===== src/rtl/rsq_pkg.sv =====
package rsq_pkg;

    typedef enum logic [2:0] {
        CLS_NAN,
        CLS_ZERO,
        CLS_NEG,
        CLS_PINF,
        CLS_FIN
    } rsq_cls_e;

    typedef struct packed {
        logic        valid;
        logic [63:0] res;
        logic        inv;
        logic        dz;
        logic        idn;
    } rsq_out_t;

    // Largest s with (2s-1)^2 * (2q+1) <= 2^19 * den, i.e. round(256/sqrt((q+0.5)/den))
    function automatic logic [8:0] rsq_est_value(input int unsigned par,
                                                 input int unsigned top,
                                                 input int unsigned fbits);
        longint q, den, lim, t, s;
        q   = longint'(1 << fbits) + longint'(top);
        den = (par != 0) ? longint'(1 << (fbits + 2)) : longint'(1 << (fbits + 1));
        lim = den * 524288;
        s   = 0;
        for (int b = 8; b >= 0; b--) begin
            t = s | (longint'(1) << b);
            if ((2 * t - 1) * (2 * t - 1) * (2 * q + 1) <= lim)
                s = t;
        end
        return 9'(s);
    endfunction

endpackage


===== src/rtl/rsq_unpack.sv =====
module rsq_unpack
    import rsq_pkg::*;
(
    input  logic        dp,
    input  logic        ftz,
    input  logic [63:0] op,
    output rsq_cls_e    cls,
    output logic        snan,
    output logic        idn,
    output logic        sub,
    output logic [10:0] expo,
    output logic [51:0] frac
);
    logic        sgn;
    logic        exp_max;
    logic        raw_sub;
    logic        flushed;

    always_comb begin
        sgn     = dp ? op[63] : op[31];
        expo    = dp ? op[62:52] : {3'b000, op[30:23]};
        frac    = dp ? op[51:0] : {op[22:0], 29'b0};
        exp_max = dp ? (op[62:52] == 11'h7FF) : (op[30:23] == 8'hFF);
        raw_sub = (expo == 11'd0) && (frac != 52'd0);
        flushed = raw_sub && ftz;
        idn     = flushed;
        sub     = raw_sub && !ftz;
        snan    = exp_max && (frac != 52'd0) && !frac[51];
        if (exp_max && frac != 52'd0)
            cls = CLS_NAN;
        else if (expo == 11'd0 && (frac == 52'd0 || flushed))
            cls = CLS_ZERO;
        else if (sgn)
            cls = CLS_NEG;
        else if (exp_max)
            cls = CLS_PINF;
        else
            cls = CLS_FIN;
    end
endmodule


===== src/rtl/rsq_norm.sv =====
module rsq_norm #(
    parameter int FRAC_IDX = 7
) (
    input  logic                       sub,
    input  logic [10:0]                expo,
    input  logic [51:0]                frac,
    output logic signed [12:0]         e_work,
    output logic [FRAC_IDX-1:0]        idx_frac
);
    localparam int FW = 52;

    logic [5:0] lead_n;

    always_comb begin
        lead_n = 6'd0;
        for (int i = 0; i < FW; i++)
            if (frac[i]) lead_n = 6'(FW - 1 - i);
        if (sub) begin
            e_work   = -13'(signed'({7'b0, lead_n}));
            idx_frac = FRAC_IDX'((frac << (lead_n + 6'd1)) >> (FW - FRAC_IDX));
        end else begin
            e_work   = 13'(signed'({2'b0, expo}));
            idx_frac = FRAC_IDX'(frac >> (FW - FRAC_IDX));
        end
    end
endmodule


===== src/rtl/rsq_rom.sv =====
module rsq_rom
    import rsq_pkg::*;
#(
    parameter int FRAC_IDX = 7
) (
    input  logic [FRAC_IDX:0] idx,
    output logic [8:0]        est
);
    localparam int DEPTH = 2 ** (FRAC_IDX + 1);
    localparam int HALF  = 2 ** FRAC_IDX;

    logic [8:0] tbl [DEPTH];

    for (genvar g = 0; g < DEPTH; g++) begin : g_ent
        assign tbl[g] = rsq_est_value(g / HALF, g % HALF, FRAC_IDX);
    end

    assign est = tbl[idx];
endmodule


===== src/rtl/rsq_est.sv =====
module rsq_est
    import rsq_pkg::*;
#(
    parameter int FRAC_IDX = 7
) (
    input  logic        clk,
    input  logic        rst_n,
    input  logic        in_valid,
    input  logic        in_dp,
    input  logic        in_ftz,
    input  logic        in_dnan,
    input  logic [63:0] in_op,
    output logic        out_valid,
    output logic [63:0] out_res,
    output logic        out_invalid,
    output logic        out_dzero,
    output logic        out_idenorm
);
    localparam logic [63:0] DNAN_D  = 64'h7FF8_0000_0000_0000;
    localparam logic [63:0] DNAN_S  = 64'h0000_0000_7FC0_0000;
    localparam logic [63:0] INF_D   = 64'h7FF0_0000_0000_0000;
    localparam logic [63:0] INF_S   = 64'h0000_0000_7F80_0000;
    localparam int          KOFF_S  = 380;
    localparam int          KOFF_D  = 3068;

    rsq_cls_e                 cls;
    logic                     snan, idn, sub;
    logic [10:0]              expo;
    logic [51:0]              frac;
    logic signed [12:0]       e_work;
    logic [FRAC_IDX-1:0]      idx_frac;
    logic [8:0]               est;
    logic signed [13:0]       rexp;
    logic [7:0]               est_frac;
    logic [63:0]              dnan_v, quiet_v, fin_v;
    logic                     sgn;

    rsq_out_t out_d, out_q;

    rsq_unpack i_unpack (
        .dp(in_dp), .ftz(in_ftz), .op(in_op), .cls(cls), .snan(snan),
        .idn(idn), .sub(sub), .expo(expo), .frac(frac)
    );

    rsq_norm #(.FRAC_IDX(FRAC_IDX)) i_norm (
        .sub(sub), .expo(expo), .frac(frac), .e_work(e_work), .idx_frac(idx_frac)
    );

    rsq_rom #(.FRAC_IDX(FRAC_IDX)) i_rom (
        .idx({e_work[0], idx_frac}), .est(est)
    );

    always_comb begin
        sgn      = in_dp ? in_op[63] : in_op[31];
        rexp     = ((in_dp ? 14'(KOFF_D) : 14'(KOFF_S)) - 14'(e_work)) >>> 1;
        est_frac = est[7:0];
        dnan_v   = in_dp ? DNAN_D : DNAN_S;
        quiet_v  = in_dp ? {in_op[63:52], 1'b1, in_op[50:0]}
                         : {32'b0, in_op[31:23], 1'b1, in_op[21:0]};
        fin_v    = in_dp ? {1'b0, rexp[10:0], est_frac, 44'b0}
                         : {32'b0, 1'b0, rexp[7:0], est_frac, 15'b0};

        out_d       = '0;
        out_d.valid = in_valid;
        if (in_valid) begin
            out_d.idn = idn;
            unique case (cls)
                CLS_NAN: begin
                    out_d.inv = snan;
                    out_d.res = in_dnan ? dnan_v : quiet_v;
                end
                CLS_ZERO: begin
                    out_d.dz  = 1'b1;
                    out_d.res = in_dp ? (INF_D | {sgn, 63'b0})
                                      : (INF_S | {32'b0, sgn, 31'b0});
                end
                CLS_NEG: begin
                    out_d.inv = 1'b1;
                    out_d.res = dnan_v;
                end
                CLS_PINF: out_d.res = '0;
                default:  out_d.res = fin_v;
            endcase
        end
    end

    always_ff @(posedge clk) begin
        if (!rst_n) out_q <= '0;
        else        out_q <= out_d;
    end

    assign out_valid   = out_q.valid;
    assign out_res     = out_q.res;
    assign out_invalid = out_q.inv;
    assign out_dzero   = out_q.dz;
    assign out_idenorm = out_q.idn;
endmodule


===== config.mk =====
export PLATFORM = sky130hd
export DESIGN_NAME = rsq_est
export DESIGN_NICKNAME = d
export VERILOG_FILES = /design/src/rtl/rsq_pkg.sv /design/src/rtl/rsq_unpack.sv /design/src/rtl/rsq_norm.sv /design/src/rtl/rsq_rom.sv /design/src/rtl/rsq_est.sv
export SDC_FILE = /design/constraint.sdc
export NUM_CORES = 1
export LEC_CHECK = 0
export CAP_MARGIN = 10
export CORE_MARGIN = 10
export CORE_UTILIZATION = 38
export CTS_BUF_LIST = sky130_fd_sc_hd__clkbuf_4
export DETAILED_ROUTE_END_ITERATION = 10
export GPL_TIMING_DRIVEN = 0
export PLACE_DENSITY_LB_ADDON = 0.1
export SLEW_MARGIN = 20
export SYNTH_ARGS = -nofsm -noshare
export SYNTH_HDL_FRONTEND = slang
export SYNTH_HIERARCHICAL = 1
export SYNTH_SLANG_ARGS = --single-unit

===== constraint.sdc =====
create_clock -name clk -period 8.8 [get_ports clk]
set_clock_uncertainty 0.2 [all_clocks]
set_input_delay 1.76 -clock clk [delete_from_list [all_inputs] [get_ports clk]]
set_output_delay 1.76 -clock clk [all_outputs]
set_load 0.02 [all_outputs]

After elaboration in Yosys (flattened, before gate mapping)
Memory sizes are Yosys's and may differ from the RTL's. Cells that the tools add are included.

Bits of input ports: 70. ROM bits: 2304. Output and inout bits: 68. Logic and storage cells: 104. Register bits: 68. Memories kept: 1.

Mux-type cells: 73. Bitwise operators: 1. Shift-type cells: 1. $add $sub $neg: 3. Eq/ne operators: 5. Reduce and logical (&&, ||, !) cells: 14. Order comparisons: 1.

Memory list: (name not given) (words 256, width 9, read ports 1, clocked after memory_dff 0, wr ports 0, line rsq_rom.sv:18) `assign est = tbl[idx];`.

Operators by type and width (number): $mux 6 (52); $pmux 64 s4 (1); $mux 64 (3); $mux 63 (2); $logic_not 52->1 (1); $mux 52 (1); $reduce_bool 52->1 (1); $shl 52x6->52 (1); $mux 12 (2); $mux 8 (2); $mux 3 (4); $neg 6->12 (1); $sub 12x12->12 (1); $eq 11x11->1 const B (1); $logic_not 11->1 (1); $mux 11 (1); $ge 9x9->1 const B (1); $not 8->9 (1); $eq 8x8->1 const B (1); $mux 7 (1); $add 6x1->6 const B (1); $eq 3x2->1 const B (2); $logic_and 1x1->1 (6); $eq 3x1->1 const B (1); 6 further kinds (9).

Depth between registers and ports, before layout
Depth in word-level cells: 62. Depth in mapped cells: 33. Mapped depth without buffers: 26.

By module
Netlist, hierarchy kept.

Modules (own cells, without submodules): rsq_norm (instances 1, area an instance 3513.4 µm², sequential area each 0.0 µm², cells an instance 512); rsq_est (instances 1, area an instance 2558.7 µm², sequential area each 1361.3 µm², cells an instance 260); rsq_rom (instances 1, area an instance 2093.3 µm², sequential area each 0.0 µm², cells an instance 319); rsq_unpack (instances 1, area an instance 1021.0 µm², sequential area each 0.0 µm², cells an instance 142).

Least setup slack after synthesis
OpenSTA, ideal clock, no wires.

Path kind: input to register. Start point: input port in_dp. End point: register out_q, in the netlist out_res[15]. Data required time: 8483 ps. Data arrival time: 8549 ps. Setup slack: -66 ps. Library setup time: 117 ps. Stages on the path: 29. Cell sequence: buf_6 > buf_2 > buf_1 > mux2_2 > clkbuf_1 > nor3_1 > a211oi_1 > or2_2 > nor2_1 > clkinv_1 > buf_1 > ha_1 > clkbuf_1 > clkbuf_1 > clkbuf_1 > nand2_1 > o22ai_1 > nand2_1 > a311oi_1 > a221o_1 > clkbuf_1 > inv_1 > ha_1 > nor2_1 > mux4_2 > o31a_1 > a221oi_1 > a211oi_1 > a22o_1.

RTL lines: from (decl) (line rsq_est.sv:9) `input logic in_dp,`; $mux 52 * (line rsq_unpack.sv:22) `frac = dp ? op[51:0] : {op[22:0], 29'b0};`; net frac[45] (line rsq_est.sv:29) `logic [51:0] frac;`; $mux 6 (7 in series) (line rsq_norm.sv:17) `if (frac[i]) lead_n = 6'(FW - 1 - i);`; $add 6x1->6 (line rsq_norm.sv:20) `idx_frac = FRAC_IDX'((frac << (lead_n + 6'd1)) >> (FW - FRAC_IDX));`; $shl 52x6->52 (line rsq_norm.sv:20); $mux 7 * (line rsq_norm.sv:18) `if (sub) begin`; net idx_frac[1] (line rsq_est.sv:31) `logic [FRAC_IDX-1:0] idx_frac;`; $not 8->9 (not written as such) * (line rsq_rom.sv:18); $mem_v2 256x9 *; $mux 8 (not written as such) * (2 in series) (line rsq_rom.sv:18); net est[0] (line rsq_est.sv:32) `logic [8:0] est;`; $mux 63 * (line rsq_est.sv:60) `fin_v = in_dp ? {1'b0, rexp[10:0], est_frac, 44'b0}`; $pmux 64 s4 * (line rsq_est.sv:67) `unique case (cls)`; to (signal assigned) (line rsq_est.sv:89) `else out_q <= out_d;`; to (decl) (line rsq_est.sv:38) `rsq_out_t out_d, out_q;`.

Mark *: on every way through the listed nets, which the timed path passes. The rest lies on a longest branch. The select of a mux whose other input is x is not followed. A chain may end at the register's enable or synchronous reset.

Worst setup path after layout
Start point: input port in_dp. End point: register out_q, in the netlist out_res[15].

RTL lines (line): $mux 52 * (rsq_unpack.sv:22); net frac[43] (rsq_est.sv:29); $mux 6 (9 in series) (rsq_norm.sv:17); $add 6x1->6 (rsq_norm.sv:20); $shl 52x6->52 (rsq_norm.sv:20); $mux 7 * (rsq_norm.sv:18); net idx_frac[3] (rsq_est.sv:31); $not 8->9 (not written as such) * (rsq_rom.sv:18); $mem_v2 256x9 *; $mux 8 (not written as such) * (2 in series) (rsq_rom.sv:18); net est[0] (rsq_est.sv:32); $mux 63 * (rsq_est.sv:60); $pmux 64 s4 * (rsq_est.sv:67).

Marked as above.

==> results by group <==
Power
  • Leakage power: 4.26 nW
  • Combinational Power Share: 59.4%
  • Cell-internal power: 0.000655 W
  • Pwr Density: 107 nW/µm²
  • VDD IR max: 46.7 µV
  • Net Switching: 0.000563 W
  • Part of the power in registers: 26.1%
  • Clock Power Share: 14.5%
  • Sw Share: 46.2%

Clocking
  • TritonCTS clock tree: yes
  • Maximum buffer depth of the clock tree: 2
  • # hold bufs at CTS: 0
  • Worst-path clk slew: 0.12 ns
  • Cts bufs inserted: 9
  • Clock Tree Root: clkbuf_4
  • H-tree level count: 3
  • Sink Count: 68

Synthesis
  • YS warnings: 6
  • Syn avg cell area: 7.45 µm²
  • Mapped Cells: 1,231
  • Synthesized Nets: 1,319
  • Synthesized area: 9180 µm²

Routing
  • Number of detailed-route iterations in the first pass: 6
  • Initial DRC Count: 1,608
  • Via count: 11,116
  • Antenna-violating nets left: 0
  • Vias per std cell: 6.52
  • Per-cell routed wire length: 24.8 µm
  • Final wirelength: 42,400 µm
  • Remaining DRCs: 0

Timing
  • Tmin final: 8.57 ns
  • Hold Vio Cnt, Final: 0
  • Final Slew Violations: 0
  • Slew HR: 38.0%
  • Crit share post-route: 97.3%
  • Endpoints failing setup: 0
  • Fmax: 117 MHz
  • Worst Tran Pin Value: 0.906 ns

Setup path
  • CP Launch Type: input port
  • WP data required: 8.98 ns
  • CP max FO: 19
  • Worst setup EP type: flop
  • Critical Path End: out_res[15]
  • Critical path class: input port to flop
  • Worst Setup SP: in_dp
  • Arrival @ worst endpoint: 8.75 ns

Die
  • Initial core utilization: 38.9%
  • Core ar.: 23,600 µm²
  • Die Area: 30,800 µm²
  • Die Ht: 175 µm
  • Die X: 175 µm
  • # rows: 56
  • IO Count: 138

Global routing
  • Global-route wire length before repair: 64,300 µm
  • Number of global-route vias before repair: 10,480
  • Pin count of the biggest net entering global routing: 20
  • GR Util All Layers: 26.1%
  • Initial antenna violation count: 1
  • GRT Residual Overflow: 0

Flow run
  • # Max-Cap Violations: 0

Cells and area
  • Final Cell Area: 11,400 µm²
  • Non-Filler Instances: 1,706
  • # nets final: 1,469
  • Share of layout cells above drive strength 1: 16.7%
  • Synthesis-to-finish area growth: 24.6%
  • Final Util: 48.4%

Place
  • Inst Count DP: 1,686
  • Gpl congestion: 1.01
  • HPWL after DPL: 32,900 µm
  • Port buffer count: 136
  • Placed Area: 10,900 µm²

Worst hold path
  • HP Class: input port to flop
  • Worst hold stages: 2

Status
  • Status: completed
[final cells by class]
type                            count  area [µm²]
Fill cell                        2434       12200
Multi-Input combinational cell   1011        7320
Timing Repair Buffer              150        1480
Sequential cell                    68        1360
Buffer                             98         578
Tap cell                          319         399
Inverter                           43         176
Clock buffer                        9        67.6
Clock inverter                      7        43.8
Antenna cell                        1        2.50
[worst min-delay path by stage]
stage,startpoint,to
final,in_op[1],out_res[1]
after global routing,in_op[1],out_res[1]
after CTS,in_dnan,out_res[63]
after detailed placement,in_dnan,out_res[63]
after global placement,in_dnan,out_res[63]
after floorplan,in_op[32],out_res[32]
[power by group through the flow]
stage / combinational, W / sequential (W) / clock (W)
finish: 0.000724 / 0.000318 / 0.000177
global route: 0.000766 / 0.000319 / 0.000196
CTS: 0.000695 / 0.000318 / 0.000182
detailed placement: 0.000664 / 0.000325 / 0
global placement: 0.000669 / 0.000325 / 0
floorplan: 0.000429 / 0.000335 / 0
[layer usage]
| layer | track usage [%] | vias up | wire length, µm |
|---|---|---|---|
| met4 | 9.22 | 0 | 1590 |
| li1 | - | 4948 | - |
| met5 | 0 | - | 0 |
| met2 | 40.8 | 795 | 18600 |
| met1 | 35.2 | 5253 | 17700 |
| met3 | 4.78 | 120 | 4530 |
[per-stage QoR]
| step | power [W] | TNS, ns | worst slack [ns] | hold WS, ns |
|---|---|---|---|---|
| floorplan | 0.000764 | 0 | 0.00584 | 1.68 |
| global placement | 0.000994 | -60.96 | -3.56 | 2.13 |
| detailed placement | 0.000989 | -59.23 | -3.41 | 2.14 |
| CTS | 0.00120 | 0 | 0.0773 | 1.67 |
| global route | 0.00128 | -0.0990 | -0.0500 | 1.54 |
| finish | 0.00122 | 0 | 0.234 | 1.58 |
[sequential cells by signal (all words and copies together) (netlist names)]
name / flops
out_res: 64
out_dzero: 1
out_idenorm: 1
out_invalid: 1
out_valid: 1
[placed cells by master (no fill, tap or decap), types with 33 or more instances in the layout]
master           instances
a21oi_1                 74
nor3_1                  47
clkdlybuf4s50_1        133
nand2_1                 85
and2_1                  53
nor2_1                 103
nand3_1                 33
dfxtp_1                 68
inv_1                   35
o21ai_0                 62
mux2_2                  36
mux2i_1                 59
[what timing repair did]
action / 4_1_cts / 5_1_grt
resized for setup: 72 / 31
endpoints found under the setup margin: 35 / 13
setup buffers: 10 / 4
cloned: 0 / 0
pin swaps: 5 / 2
[worst max-delay path, cell delays in order]
cell and delay (ns):
clkbuf_4 0.20, buf_8 0.19, buf_4 0.23, mux2_4 0.38, nand2b_1 0.19, a21oi_2 0.26, a211oi_1 0.10, or2_2 0.34
nor2_4 0.19, buf_6 0.19, buf_4 0.23, buf_4 0.21, ha_2 0.25, inv_1 0.13, a2111oi_2 0.28, xor2_1 0.25
buf_4 0.24, nand2_1 0.11, a2111oi_0 0.79, o41ai_4 0.18, buf_4 0.20, inv_2 0.18, clkbuf_1 0.50, o21a_1 0.20
o21ai_0 0.08, a32o_1 0.26, a211oi_2 0.40, a22o_1 0.21
(Power assumes the default switching activity.)
